===== src/rtl/fetch_pc_pkg.sv =====
// Shared types for the fetch sequencer.
// Assumes: nothing beyond the encoding below, which only this block decodes.
package fetch_pc_pkg;

    // Which candidate address the counter loads on the next edge.
    typedef enum logic [1:0] {
        NPC_SEQ    = 2'd0,
        NPC_BRANCH = 2'd1,
        NPC_JUMP   = 2'd2
    } npc_src_e;

endpackage


===== src/rtl/npc_select.sv =====
// Picks the next-address source from the control bits.
// Assumes: jump outranks branch; a branch is taken only when the zero flag is set.
module npc_select
    import fetch_pc_pkg::*;
(
    input  logic     br_en,
    input  logic     jmp_en,
    input  logic     alu_zero,
    output npc_src_e src
);

    // Priority decode: jump, then taken branch, then sequential.
    always_comb begin
        if (jmp_en)
            src = NPC_JUMP;
        else if (br_en && alu_zero)
            src = NPC_BRANCH;
        else
            src = NPC_SEQ;
    end

endmodule


===== src/rtl/npc_targets.sv =====
// Computes the three candidate word addresses from the current counter.
// Assumes: TGT_W < WORD_W; the jump keeps the upper bits of the incremented
// address; all sums wrap modulo 2^WORD_W.
module npc_targets #(
    parameter int WORD_W = 30,
    parameter int OFS_W  = 16,
    parameter int TGT_W  = 26
) (
    input  logic [WORD_W-1:0] pc_word,
    input  logic [OFS_W-1:0]  imm_ofs,
    input  logic [TGT_W-1:0]  jmp_tgt,
    output logic [WORD_W-1:0] seq_word,
    output logic [WORD_W-1:0] br_word,
    output logic [WORD_W-1:0] jmp_word
);

    localparam int UPPER_W = WORD_W - TGT_W;

    logic [WORD_W-1:0] ofs_ext;

    // Sign-extend the offset, or truncate it when it is wider than the counter.
    generate
        if (OFS_W < WORD_W) begin : g_ofs_ext
            assign ofs_ext = {{(WORD_W-OFS_W){imm_ofs[OFS_W-1]}}, imm_ofs};
        end else begin : g_ofs_trunc
            assign ofs_ext = imm_ofs[WORD_W-1:0];
        end
    endgenerate

    // Sequential step and branch sum, both wrapping.
    always_comb begin
        seq_word = pc_word + WORD_W'(1);
        br_word  = seq_word + ofs_ext;
    end

    // Jump splices the target under the upper bits of the incremented address.
    generate
        if (UPPER_W > 0) begin : g_jmp_splice
            assign jmp_word = {seq_word[WORD_W-1:TGT_W], jmp_tgt};
        end else begin : g_jmp_full
            assign jmp_word = jmp_tgt[WORD_W-1:0];
        end
    endgenerate

endmodule


===== src/rtl/pc_reg.sv =====
// Word-address program counter with a source mux in front of it.
// Assumes: synchronous active-low reset; the counter updates on the same
// rising edge as the rest of the datapath state.
module pc_reg
    import fetch_pc_pkg::*;
#(
    parameter int                  WORD_W     = 30,
    parameter logic [WORD_W-1:0]   RESET_WORD = '0
) (
    input  logic              clk,
    input  logic              rst_n,
    input  npc_src_e          src,
    input  logic [WORD_W-1:0] seq_word,
    input  logic [WORD_W-1:0] br_word,
    input  logic [WORD_W-1:0] jmp_word,
    output logic [WORD_W-1:0] pc_q
);

    logic [WORD_W-1:0] pc_d;

    // Select the candidate named by the decoded source.
    always_comb begin
        case (src)
            NPC_BRANCH: pc_d = br_word;
            NPC_JUMP:   pc_d = jmp_word;
            default:    pc_d = seq_word;
        endcase
    end

    // Counter register with synchronous reset to the start address.
    always_ff @(posedge clk) begin
        if (!rst_n)
            pc_q <= RESET_WORD;
        else
            pc_q <= pc_d;
    end

endmodule


===== src/rtl/fetch_pc_sequencer.sv =====
// Top of the fetch sequencer: holds the word-address counter and presents
// the byte address to instruction memory.
// Assumes: control bits and instruction fields are valid for the instruction
// now at imem_addr; ADDR_W - 2 > TGT_W.
module fetch_pc_sequencer
    import fetch_pc_pkg::*;
#(
    parameter int                  ADDR_W     = 32,
    parameter int                  OFS_W      = 16,
    parameter int                  TGT_W      = 26,
    parameter logic [ADDR_W-3:0]   RESET_WORD = '0
) (
    input  logic              clk,
    input  logic              rst_n,
    input  logic              br_en,
    input  logic              jmp_en,
    input  logic              alu_zero,
    input  logic [OFS_W-1:0]  imm_ofs,
    input  logic [TGT_W-1:0]  jmp_tgt,
    output logic [ADDR_W-1:0] imem_addr
);

    localparam int WORD_W = ADDR_W - 2;

    npc_src_e          src;
    logic [WORD_W-1:0] pc_word;
    logic [WORD_W-1:0] seq_word;
    logic [WORD_W-1:0] br_word;
    logic [WORD_W-1:0] jmp_word;

    npc_select u_select (
        .br_en    (br_en),
        .jmp_en   (jmp_en),
        .alu_zero (alu_zero),
        .src      (src)
    );

    npc_targets #(
        .WORD_W (WORD_W),
        .OFS_W  (OFS_W),
        .TGT_W  (TGT_W)
    ) u_targets (
        .pc_word  (pc_word),
        .imm_ofs  (imm_ofs),
        .jmp_tgt  (jmp_tgt),
        .seq_word (seq_word),
        .br_word  (br_word),
        .jmp_word (jmp_word)
    );

    pc_reg #(
        .WORD_W     (WORD_W),
        .RESET_WORD (RESET_WORD)
    ) u_pc (
        .clk      (clk),
        .rst_n    (rst_n),
        .src      (src),
        .seq_word (seq_word),
        .br_word  (br_word),
        .jmp_word (jmp_word),
        .pc_q     (pc_q_unused_guard)
    );

    logic [WORD_W-1:0] pc_q_unused_guard;

    // Byte address: word address with the two alignment bits appended.
    always_comb begin
        pc_word   = pc_q_unused_guard;
        imem_addr = {pc_word, 2'b00};
    end

endmodule


===== config.mk =====
export PLATFORM = sky130hd
export DESIGN_NAME = fetch_pc_sequencer
export DESIGN_NICKNAME = d
export VERILOG_FILES = /design/src/rtl/fetch_pc_pkg.sv /design/src/rtl/npc_select.sv /design/src/rtl/npc_targets.sv /design/src/rtl/pc_reg.sv /design/src/rtl/fetch_pc_sequencer.sv
export SDC_FILE = /design/constraint.sdc
export NUM_CORES = 1
export LEC_CHECK = 0
export BUFFER_PORTS_ARGS = -buffer_cell sky130_fd_sc_hd__buf_4
export CAP_MARGIN = 20
export CORE_MARGIN = 1
export CORE_UTILIZATION = 23
export CTS_CLUSTER_DIAMETER = 60
export DETAILED_ROUTE_END_ITERATION = 10
export GPL_ROUTABILITY_DRIVEN = 0
export SETUP_SLACK_MARGIN = 0.1
export SLEW_MARGIN = 20
export SYNTH_ARGS = -nofsm -noshare
export SYNTH_HDL_FRONTEND = slang
export SYNTH_SLANG_ARGS = --single-unit

===== constraint.sdc =====
create_clock -name clk -period 3.35 [get_ports clk]
set_input_delay 0.1675 -clock clk [delete_from_list [all_inputs] [get_ports clk]]
set_output_delay 0.1675 -clock clk [all_outputs]
set_load 0.02 [all_outputs]

==> results by group <==
CTS
  – CTS Buf Count: 5
  – CTS max path bufs: 2
  – Root Driver: clkbuf_16
  – Sink Count: 30
  – CTS Hold Bufs: 0
  – # H-tree levels: 2
  – CTS clock-pin slew for the worst setup and hold paths: 60 ps
  – Clock Latency Late Sink: 290 ps
  – CTS tree: yes

Die
  – Die extent in y: 124.1 um
  – Die ar.: 15390 sq um
  – CORE AREA: 14530 sq um
  – Initial core utilization: 0.2358
  – Die width: 124.1 um
  – Num rows: 44
  – Top Ports: 79

Logic synthesis
  – Library cells used by synthesis: 66
  – Number of enable flip-flop cells after synthesis: 0
  – Yosys Warn Count: 0
  – Synth Flop Type: dfxtp_1
  – Synth Area per Inst: 7.515 sq um
  – Sequential element share of the synthesized area: 0.1752
  – Flops & latches, synth: 30
  – Synthesized cell area: 3427 sq um
  – Post-Synthesis Cells: 456
  – Post-synth ARST share: 0

Critical path
  – Reg2Reg Setup Slack: -110 ps
  – Kind of critical path: reg -> reg
  – Slowest CP cell: or4_4
  – CP required: 3570 ps
  – Max incr delay on CP: 510 ps
  – CP top delay family: simple AND/OR/NAND/NOR gates
  – Critical path peak fanout: 4
  – CP Cell Sequence: and4_4, and4_4, nand4_1, or2_4, xnor2_2, buf_4, ha_4, and3_4, nand3_2, nand2_2, a31oi_4, o211a_1, o211a_1, or4_4, o21ai_2
  – Reg2Reg Depth: 15
  – Critical Path AT: 3690 ps
  – WP depth: 15
  – Crit start category: flip-flop
  – CP endpoint kind: flip-flop
  – WP buf/inv: 1

Timing
  – Fin Hold WS: 99.07 ps
  – Sum Neg Setup Slack: -133.0 ps
  – Final-report setup violation count: 2
  – Final hold vios: 0
  – Crit path time final: 3465 ps
  – Clock skew: 7.615 ps
  – Slew @ Worst Pin: 846.8 ps
  – Final worst slack: -114.7 ps
  – Pins over their slew limit: 0
  – Final period util: 1.034
  – Fmax: 288.6 MHz
  – Slew margin rel.: 0.4334
  – RSZ-0062 raised after global routing: yes

Global route
  – Initial antenna violation count: 0
  – GR Overflow Total: 0
  – GRT Util Overall: 0.1724
  – Largest net degree at the start of global routing: 31
  – First-pass GRT wire length: 20390 um
  – Vias in the first global route: 4032

Outcome
  – Outcome: complete, but fails checks
  – Failing checks: setup timing

Final layout
  – Most flops, register: u_pc.pc_q
  – Layout Nets: 690
  – Largest register FFs: 30
  – Layout Utilization: 0.3840
  – Biggest regs: u_pc.pc_q (30)
  – Layout cells sized above 1: 0.4507
  – Syn-to-layout area delta: 62.87%
  – Antenna Cells: 0

Drt
  – DR DRC count: 0
  – Antenna Nets Post-Route: 0
  – DRT iter0 DRCs: 121
  – Post-DR wirelength/cell: 16.80 um
  – Drt pass-1 iters: 4
  – Vias/cell: 5.066
  – Via count: 4012
  – Final wirelength: 13310 um

Hold path
  – Worst Hold Depth: 2
  – Worst min path class: in -> reg

Pwr
  – Leak: 2.429 nW
  – Pwr Density: 332.2 nW/um^2
  – Worst VDD drop: 0.2230 mV

Placed design
  – DP HPWL: 9614 um
  – PortBufs: 76
  – Pre-CTS WS: -199.9 ps

Flow run
  – Max_cap viols: 0
## placed cells by master (no fill, tap or decap), types with 6 or more instances in the layout
cell type	synthesis	routed
nand2_1	48	43
a211oi_1	8	6
a21oi_2	0	10
buf_4	3	163
o211a_1	6	6
nor3_1	6	6
xor2_1	12	9
inv_1	9	9
ha_1	35	19
o21ai_0	23	19
o211ai_1	6	6
xnor2_2	0	9
ha_4	0	13
dfxtp_1	30	21
a21o_1	11	11
nor2_1	31	24
a31oi_1	7	6
nand3_1	23	20
o21ai_1	7	7
nand4_1	11	11
a21oi_1	48	38
xnor2_1	34	22
## per-layer routing
layer	global-route usage	share of wire	vias to the layer above	wire, um
met2	0.2918	0.48	98	6334
met3	0.04029	0.057	16	760
met5	0	0	-	0
met1	0.2150	0.45	1908	6001
li1	-	-	1990	-
met4	0.05283	0.016	0	210
## Yosys cell counts (all sizes together) (2+ instances only)
master,number,area (sq um)
nand3,24,132.6
nand4,11,68.82
o21a,5,37.54
a221oi,2,17.52
o311ai,2,17.52
clkbuf,15,56.30
nor4,3,25.02
mux2i,2,20.02
o21bai,5,37.54
and3,9,56.30
nor3,8,50.05
and4,4,37.54
nand2,48,180.2
o211a,6,60.06
a211oi,10,85.08
nor2,32,122.6
o21ai,30,150.1
or2,2,12.52
a31oi,9,77.57
inv,9,33.78
xnor2,34,297.8
a22oi,2,15.01
dfxtp,30,600.6
xor2,12,105.1
nand2b,3,18.77
ha,35,437.9
or3,2,12.51
buf,7,41.28
a31o,3,26.28
a21oi,48,240.2
a21o,11,82.58
and2,2,12.51
nor2b,5,38.78
o211ai,6,45.04
o31ai,3,22.52
## stage by stage
| step | total power, W | cell area [sq um] | instances |
|---|---|---|---|
| detailed placement | 0.001162 | 4673 | 759 |
| CTS | 0.001758 | 5142 | 779 |
| global placement | 0.001150 | 4673 | 759 |
| finish | 0.001854 | 5582 | 792 |
| global route | 0.001955 | 5582 | 792 |
| floorplan | 0.0008766 | 3501 | 457 |
## cell type report
class | instances | area, sq um
Tap cell | 184 | 230.2
Inverter | 10 | 37.54
Sequential cell | 30 | 621.8
Timing Repair Buffer | 165 | 1246
Fill cell | 1497 | 8952
Clock buffer | 7 | 132.6
Clock inverter | 1 | 30.03
Multi-Input combinational cell | 395 | 3283
## power by group
part	switching, W	internal, W
combinational	0.000453	0.000446
clock	0.000183	0.000352
sequential	0.0000349	0.000386
total	0.000670	0.00118
## final timing paths
path                                               start                  endpoint
worst min register to register  u_pc.pc_q[29]$_SDFF_PN0_  u_pc.pc_q[29]$_SDFF_PN0_
worst max register to register   u_pc.pc_q[6]$_SDFF_PN0_  u_pc.pc_q[29]$_SDFF_PN0_
worst max-delay path             u_pc.pc_q[6]$_SDFF_PN0_  u_pc.pc_q[29]$_SDFF_PN0_
worst min-delay path                          jmp_tgt[2]   u_pc.pc_q[2]$_SDFF_PN0_
## what timing repair did
item                                   in CTS  in global routing
pin swaps                                  25                 45
gates resized for setup                    41                 57
endpoints found under the hold margin       0                  0
setup endpoints to repair                  11                 14
buffers inserted                           12                 13
## cells by family (layout without fill, tap and decap cells)
| family | count (synthesis) | after routing | share of synthesized area |
|---|---|---|---|
| adder cells (fa/ha/maj) | 36 | 36 | 0.1336 |
| AND/OR/NAND/NOR | 156 | 156 | 0.2311 |
| flip-flops | 30 | 30 | 0.1752 |
| other | 1 | 2 | 0.001094 |
| XOR/XNOR | 46 | 46 | 0.1176 |
| AO/OA/AOI/OAI | 152 | 152 | 0.2928 |
| multiplexers | 3 | 3 | 0.009127 |
| buffers and inverters | 32 | 183 | 0.03942 |
No activity file was read; power rests on OpenSTA's default activity.
